[src/rtl/lpwd_pkg.sv]
package lpwd_pkg;
  // power of two, used for divisors and ratios
  function automatic int unsigned pow2(input int unsigned e);
    return 32'd1 << e;
  endfunction

  // three quarters of a count, rounded down: window start
  function automatic int unsigned quarter3(input int unsigned n);
    return (3 * n) / 4;
  endfunction
endpackage

[src/rtl/lpwd_prescale.sv]
module lpwd_prescale #(
  parameter int SHORT_LOG = 5,
  parameter int LONG_LOG  = 7,
  localparam int PRE_W    = LONG_LOG
) (
  input  logic             clk,
  input  logic             rst_n,
  input  logic             clear,
  input  logic             tick,
  input  logic             long_sel,
  output logic [PRE_W-1:0] cnt,
  output logic             wrap
);
  import lpwd_pkg::*;

  logic [PRE_W-1:0] last;

  always_comb begin
    last = long_sel ? PRE_W'(pow2(LONG_LOG) - 1) : PRE_W'(pow2(SHORT_LOG) - 1);
    wrap = tick && (cnt == last);
  end

  always_ff @(posedge clk) begin
    if (!rst_n || clear)
      cnt <= '0;
    else if (tick)
      cnt <= wrap ? '0 : cnt + 1'b1;
  end
endmodule

[src/rtl/lpwd_postscale.sv]
module lpwd_postscale #(
  parameter int SEL_W   = 4,
  localparam int POST_W = (1 << SEL_W) - 1
) (
  input  logic              clk,
  input  logic              rst_n,
  input  logic              clear,
  input  logic              step,
  input  logic [SEL_W-1:0]  sel,
  output logic [POST_W-1:0] cnt,
  output logic              term
);
  import lpwd_pkg::*;

  logic [POST_W-1:0] last;

  always_comb begin
    last = POST_W'(pow2(32'(sel)) - 1);
    term = step && (cnt == last);
  end

  always_ff @(posedge clk) begin
    if (!rst_n || clear)
      cnt <= '0;
    else if (step)
      cnt <= term ? '0 : cnt + 1'b1;
  end
endmodule

[src/rtl/lp_watchdog.sv]
module lp_watchdog #(
  parameter int SHORT_LOG = 5,
  parameter int LONG_LOG  = 7,
  parameter int SEL_W     = 4
) (
  input  logic             clk,
  input  logic             rst_n,
  input  logic             lp_tick,
  input  logic             cfg_pre_long,
  input  logic [SEL_W-1:0] cfg_post_sel,
  input  logic [1:0]       cfg_en_mode,
  input  logic             cfg_win_dis,
  input  logic             sw_en_we,
  input  logic             sw_en_d,
  input  logic             kick_i,
  input  logic             sleep_enter_i,
  input  logic             sleep_exit_i,
  input  logic             clk_sw_done_i,
  input  logic             flag_clr_i,
  output logic             rst_req_o,
  output logic             wake_req_o,
  output logic             to_flag_o,
  output logic             osc_req_o
);
  import lpwd_pkg::*;

  localparam int PRE_W  = LONG_LOG;
  localparam int POST_W = (1 << SEL_W) - 1;

  // named internal events, observed by the bound checker
  logic              active;
  logic              sw_en_q;
  logic              asleep_q;
  logic              restart_src;
  logic              win_open;
  logic              early_kick;
  logic              expire;
  logic              cnt_clear;
  logic              pre_wrap;
  logic              post_term;
  logic [PRE_W-1:0]  pre_cnt;
  logic [POST_W-1:0] post_cnt;
  logic [PRE_W-1:0]  pre_win;
  logic [POST_W-1:0] post_win;

  lpwd_prescale #(.SHORT_LOG(SHORT_LOG), .LONG_LOG(LONG_LOG)) u_pre (
    .clk(clk), .rst_n(rst_n), .clear(cnt_clear), .tick(lp_tick),
    .long_sel(cfg_pre_long), .cnt(pre_cnt), .wrap(pre_wrap)
  );

  lpwd_postscale #(.SEL_W(SEL_W)) u_post (
    .clk(clk), .rst_n(rst_n), .clear(cnt_clear), .step(pre_wrap),
    .sel(cfg_post_sel), .cnt(post_cnt), .term(post_term)
  );

  always_comb begin
    active      = (cfg_en_mode == 2'b11) || ((cfg_en_mode == 2'b10) && sw_en_q);
    restart_src = kick_i || sleep_enter_i || sleep_exit_i || clk_sw_done_i;
    pre_win  = cfg_pre_long ? PRE_W'(quarter3(pow2(LONG_LOG)))
                            : PRE_W'(quarter3(pow2(SHORT_LOG)));
    post_win = POST_W'(quarter3(pow2(32'(cfg_post_sel))));
    // a 1:1 ratio has no postscale count to compare, so use the prescaler
    win_open = (cfg_post_sel == '0) ? (pre_cnt >= pre_win) : (post_cnt >= post_win);
    early_kick = active && kick_i && !cfg_win_dis && !win_open;
    expire     = active && post_term && !restart_src;
    cnt_clear  = !active || restart_src || expire;
  end

  always_ff @(posedge clk) begin
    if (!rst_n) begin
      sw_en_q    <= 1'b0;
      asleep_q   <= 1'b0;
      rst_req_o  <= 1'b0;
      wake_req_o <= 1'b0;
      to_flag_o  <= 1'b0;
    end else begin
      if (sw_en_we)
        sw_en_q <= sw_en_d;
      if (sleep_enter_i)
        asleep_q <= 1'b1;
      else if (sleep_exit_i)
        asleep_q <= 1'b0;
      rst_req_o  <= early_kick || (expire && !asleep_q);
      wake_req_o <= expire && asleep_q;
      if (early_kick || expire)
        to_flag_o <= 1'b1;
      else if (flag_clr_i)
        to_flag_o <= 1'b0;
    end
  end

  assign osc_req_o = active;
endmodule

[config.mk]
export PLATFORM = sky130hd
export DESIGN_NAME = lp_watchdog
export DESIGN_NICKNAME = d
export VERILOG_FILES = /design/src/rtl/lpwd_pkg.sv /design/src/rtl/lpwd_prescale.sv /design/src/rtl/lpwd_postscale.sv /design/src/rtl/lp_watchdog.sv
export SDC_FILE = /design/constraint.sdc
export NUM_CORES = 1
export LEC_CHECK = 0
export ABC_AREA = 1
export CORE_MARGIN = 10
export CORE_UTILIZATION = 52
export DETAILED_ROUTE_END_ITERATION = 10
export DONT_BUFFER_PORTS = 1
export HOLD_SLACK_MARGIN = 0.15
export PLACE_DENSITY_LB_ADDON = 0.05
export SLEW_MARGIN = 20
export SYNTH_ARGS = -nofsm -noshare
export SYNTH_HDL_FRONTEND = slang
export SYNTH_SLANG_ARGS = --single-unit
[constraint.sdc]
create_clock -name clk -period 10.81 [get_ports clk]
set_input_delay 1.6215 -clock clk [delete_from_list [all_inputs] [get_ports clk]]
set_output_delay 1.6215 -clock clk [all_outputs]
set_load 0.1 [all_outputs]
==> out/results.ini <==
[clock_network]
clock-sinks = 27
numCtsBuffers = 3
path_clk_slew_ns = 0.09
cts.hold.buffers_added = 0
cts_root_buf = clkbuf_8
tritoncts = done
cts.repair.resized = 0
clkLatencyLatePin_ns = 0.27
cts_max_path_buffers = 2
htreeDepth = 1
cts_setup_buffers = 0

[placed_design]
place_congestion = 0.916
place_area_mm2 = 0.00334
port_buffers = 0
hpwl_um = 6980

[timing]
hold_ws_ns = 0.444
fin_worst_skew_ns = 0.00675
slew_violations = 0
rsz0062_at_grt = false
setup_viol = 0
period_minus_slack_ns = 4.91
finalHoldViolCount = 0
tns_ns = 0
worst_pin_slew_ns = 1.00
slew-limit-headroom = 0.329
finalCritPeriodShare = 0.454
clock.fmax_mhz = 204

[floorplan]
ios = 22
die_h_um = 99.3
fp.dieArea_mm2 = 0.00986
core_area_mm2 = 0.00603
die_w_um = 99.3
initial_core_util = 0.543
num_rows = 28

[yosys]
post_synth_num_cell_types = 36
yosys_warnings = 0
yosysTopAreaCellShare = 0.199
synth_top_cell_by_area = ha_1
synthTopCellsByArea = ha_1 (20%), dfxtp_1 (17%), nand2_1 (15%), inv_1 (9.2%), nand3_1 (5.8%)
syn_avg_cell_area_um2 = 6.40
postSynthCellCount = 511
syn_area_mm2 = 0.00327
seq_area_frac_synth = 0.165
synth-seq-cells = 27
synth_nets = 582

[detailed_routing]
drc = 0
wl_per_cell_um = 14.1
routed_wl_um = 8290
drtIter0Drc = 176
routed_via_density = 5.32
postRouteAntennaNets = 0
drt_first_pass_iters = 4
routed-via-count = 3125

[setup_path]
endpoint_kind = flip-flop
cp.arrival_ns = 5.09
timing.rr.start = u_pre.cnt[0]$_SDFFE_PP0P_
critPathKind = input pin to flip-flop
reg2reg_depth = 12
r2r_setup_slack_ns = 8.34
path_max_fanout = 8
cp_data_required_time_ns = 11.00
r2r_end = u_post.cnt[4]$_SDFFE_PP0P_
cp-start-kind = input pin

[finish]
fin_area_mm2 = 0.00339
area_growth_pct = 3.52
num-fill-cells = 619
antenna_cells = 0
drive_gt1_frac = 0.0547
postLayoutCoreUtil = 0.562
final_nets = 584

[power]
cellLeakagePower_nw = 1.70
power.density_mw_per_mm2 = 63.6
ir_worst_vdd_uv = 56.4

[grt]
grt_usage = 0.165
grt-ovfl-total = 0
antenna_found_initial = 0
grt_max_degree = 23
grt_pass1_vias = 2893
grt_pass1_wl_um = 13900

[worst_hold_path]
hp-class = flip-flop to flip-flop
holdPathStages = 2
min_to = wake_req_o$_SDFF_PN0_
min_from = asleep_q$_SDFFE_PN0P_

[run]
maxCapViolations = 0

[status]
status = complete, no violations

## routing by layer
| metal | vias to the layer above | part of all wire | track usage |
|---|---|---|---|
| li1 | 1653 | - | - |
| met5 | - | 0 | 0 |
| met1 | 1408 | 0.48 | 0.222 |
| met2 | 58 | 0.46 | 0.271 |
| met4 | 0 | 0.0086 | 0.0254 |
| met3 | 6 | 0.048 | 0.0291 |
## Yosys cell counts, drive strengths merged
master / instances
nand2: 138
o21a: 1
clkinv: 1
buf: 3
dfxtp: 27
o31ai: 1
nand3b: 3
a31oi: 2
o211ai: 2
a31o: 1
xor2: 18
nor2: 51
and3b: 1
fa: 1
a21oi: 35
a21o: 1
inv: 82
o21ai: 15
xnor2: 7
ha: 52
nand4: 10
nor3: 12
nand3: 40
a21boi: 1
nor4: 4
o22ai: 2
## stage by stage
| stage | std cells | power [mW] | setup WS (ns) |
|---|---|---|---|
| floorplan | 511 | 0.147 | 6.24 |
| global placement | 583 | 0.158 | 5.75 |
| detailed placement | 583 | 0.159 | 5.65 |
| CTS | 587 | 0.218 | 5.95 |
| global route | 587 | 0.230 | 5.64 |
| finish | 587 | 0.215 | 5.90 |
## cell type report
| cell class | count | area, um2 | share of cell area |
|---|---|---|---|
| clock buffers | 4 | 45.0 | 0.0133 |
| flip-flops and latches | 27 | 541 | 0.160 |
| multi-input cells | 398 | 2390 | 0.707 |
| inverters | 83 | 312 | 0.0920 |
| well taps | 75 | 93.8 | 0.0277 |
## how the worst max path moves through the flow
| stage | start | endpoint | cells past startpoint | slack (ns) |
|---|---|---|---|---|
| floorplan | cfg_post_sel[3] | to_flag_o$_SDFFE_PN0P_ | 27 | 6.24 |
| global placement | cfg_post_sel[1] | to_flag_o$_SDFFE_PN0P_ | 25 | 5.75 |
| detailed placement | cfg_post_sel[1] | to_flag_o$_SDFFE_PN0P_ | 25 | 5.65 |
| CTS | cfg_post_sel[1] | to_flag_o$_SDFFE_PN0P_ | 25 | 5.95 |
| global route | cfg_post_sel[3] | to_flag_o$_SDFFE_PN0P_ | 27 | 5.64 |
| finish | cfg_post_sel[1] | to_flag_o$_SDFFE_PN0P_ | 25 | 5.90 |
## state kept, by name, indices dropped and copies added (netlist names)
signal,flops
sw_en_q,1
wake_req_o,1
to_flag_o,1
u_post.cnt,15
rst_req_o,1
asleep_q,1
u_pre.cnt,7
## where the power goes
group,internal [mW],switching (mW)
Sequential,0.100,0.00193
Clock,0.0264,0.0313
Combinational,0.0182,0.0375
Total,0.145,0.0707
## cell families (layout without fill, tap and decap cells)
logic type,after synthesis,after routing,synth area share
compound gates,61,61,0.107
xor+xnor,25,25,0.0669
fa+ha+maj,53,53,0.205
buf+inv,86,87,0.103
flops,27,27,0.165
simple gates,259,259,0.353
## critical path: stages
cell      delay [ns]
nor2_1          0.30
nand2_2         0.21
inv_1           0.17
ha_1            0.18
inv_1           0.05
fa_1            0.39
o211ai_1        0.37
nand3_1         0.18
nand4_1         0.16
nand3_1         0.08
nand2_1         0.08
xor2_1          0.06
ha_1            0.28
nand2_1         0.06
inv_1           0.05
nand3_1         0.08
inv_1           0.08
nand2_1         0.05
nor4_1          0.18
nand3b_1        0.14
nand2_1         0.05
nand3_1         0.09
nand3_1         0.08
nand2_1         0.06
inv_1           0.03
## layout by cell type (no fill, tap or decap), types with 2 or more instances in the layout
master / instances
nand3_2: 2
nor2_2: 6
dfxtp_1: 27
nand2_1: 134
nand2_2: 4
ha_1: 52
o21ai_0: 14
nor4_1: 3
nand4_1: 10
clkbuf_8: 3
xor2_1: 18
inv_2: 2
nor3_2: 3
nand3b_1: 3
a21oi_1: 29
inv_1: 80
o22ai_1: 2
nor3_1: 9
o211ai_1: 2
nor2_1: 45
a31oi_1: 2
nand3_1: 38
xnor2_1: 7
a21oi_2: 6
Power figures use the tool's default switching activity.
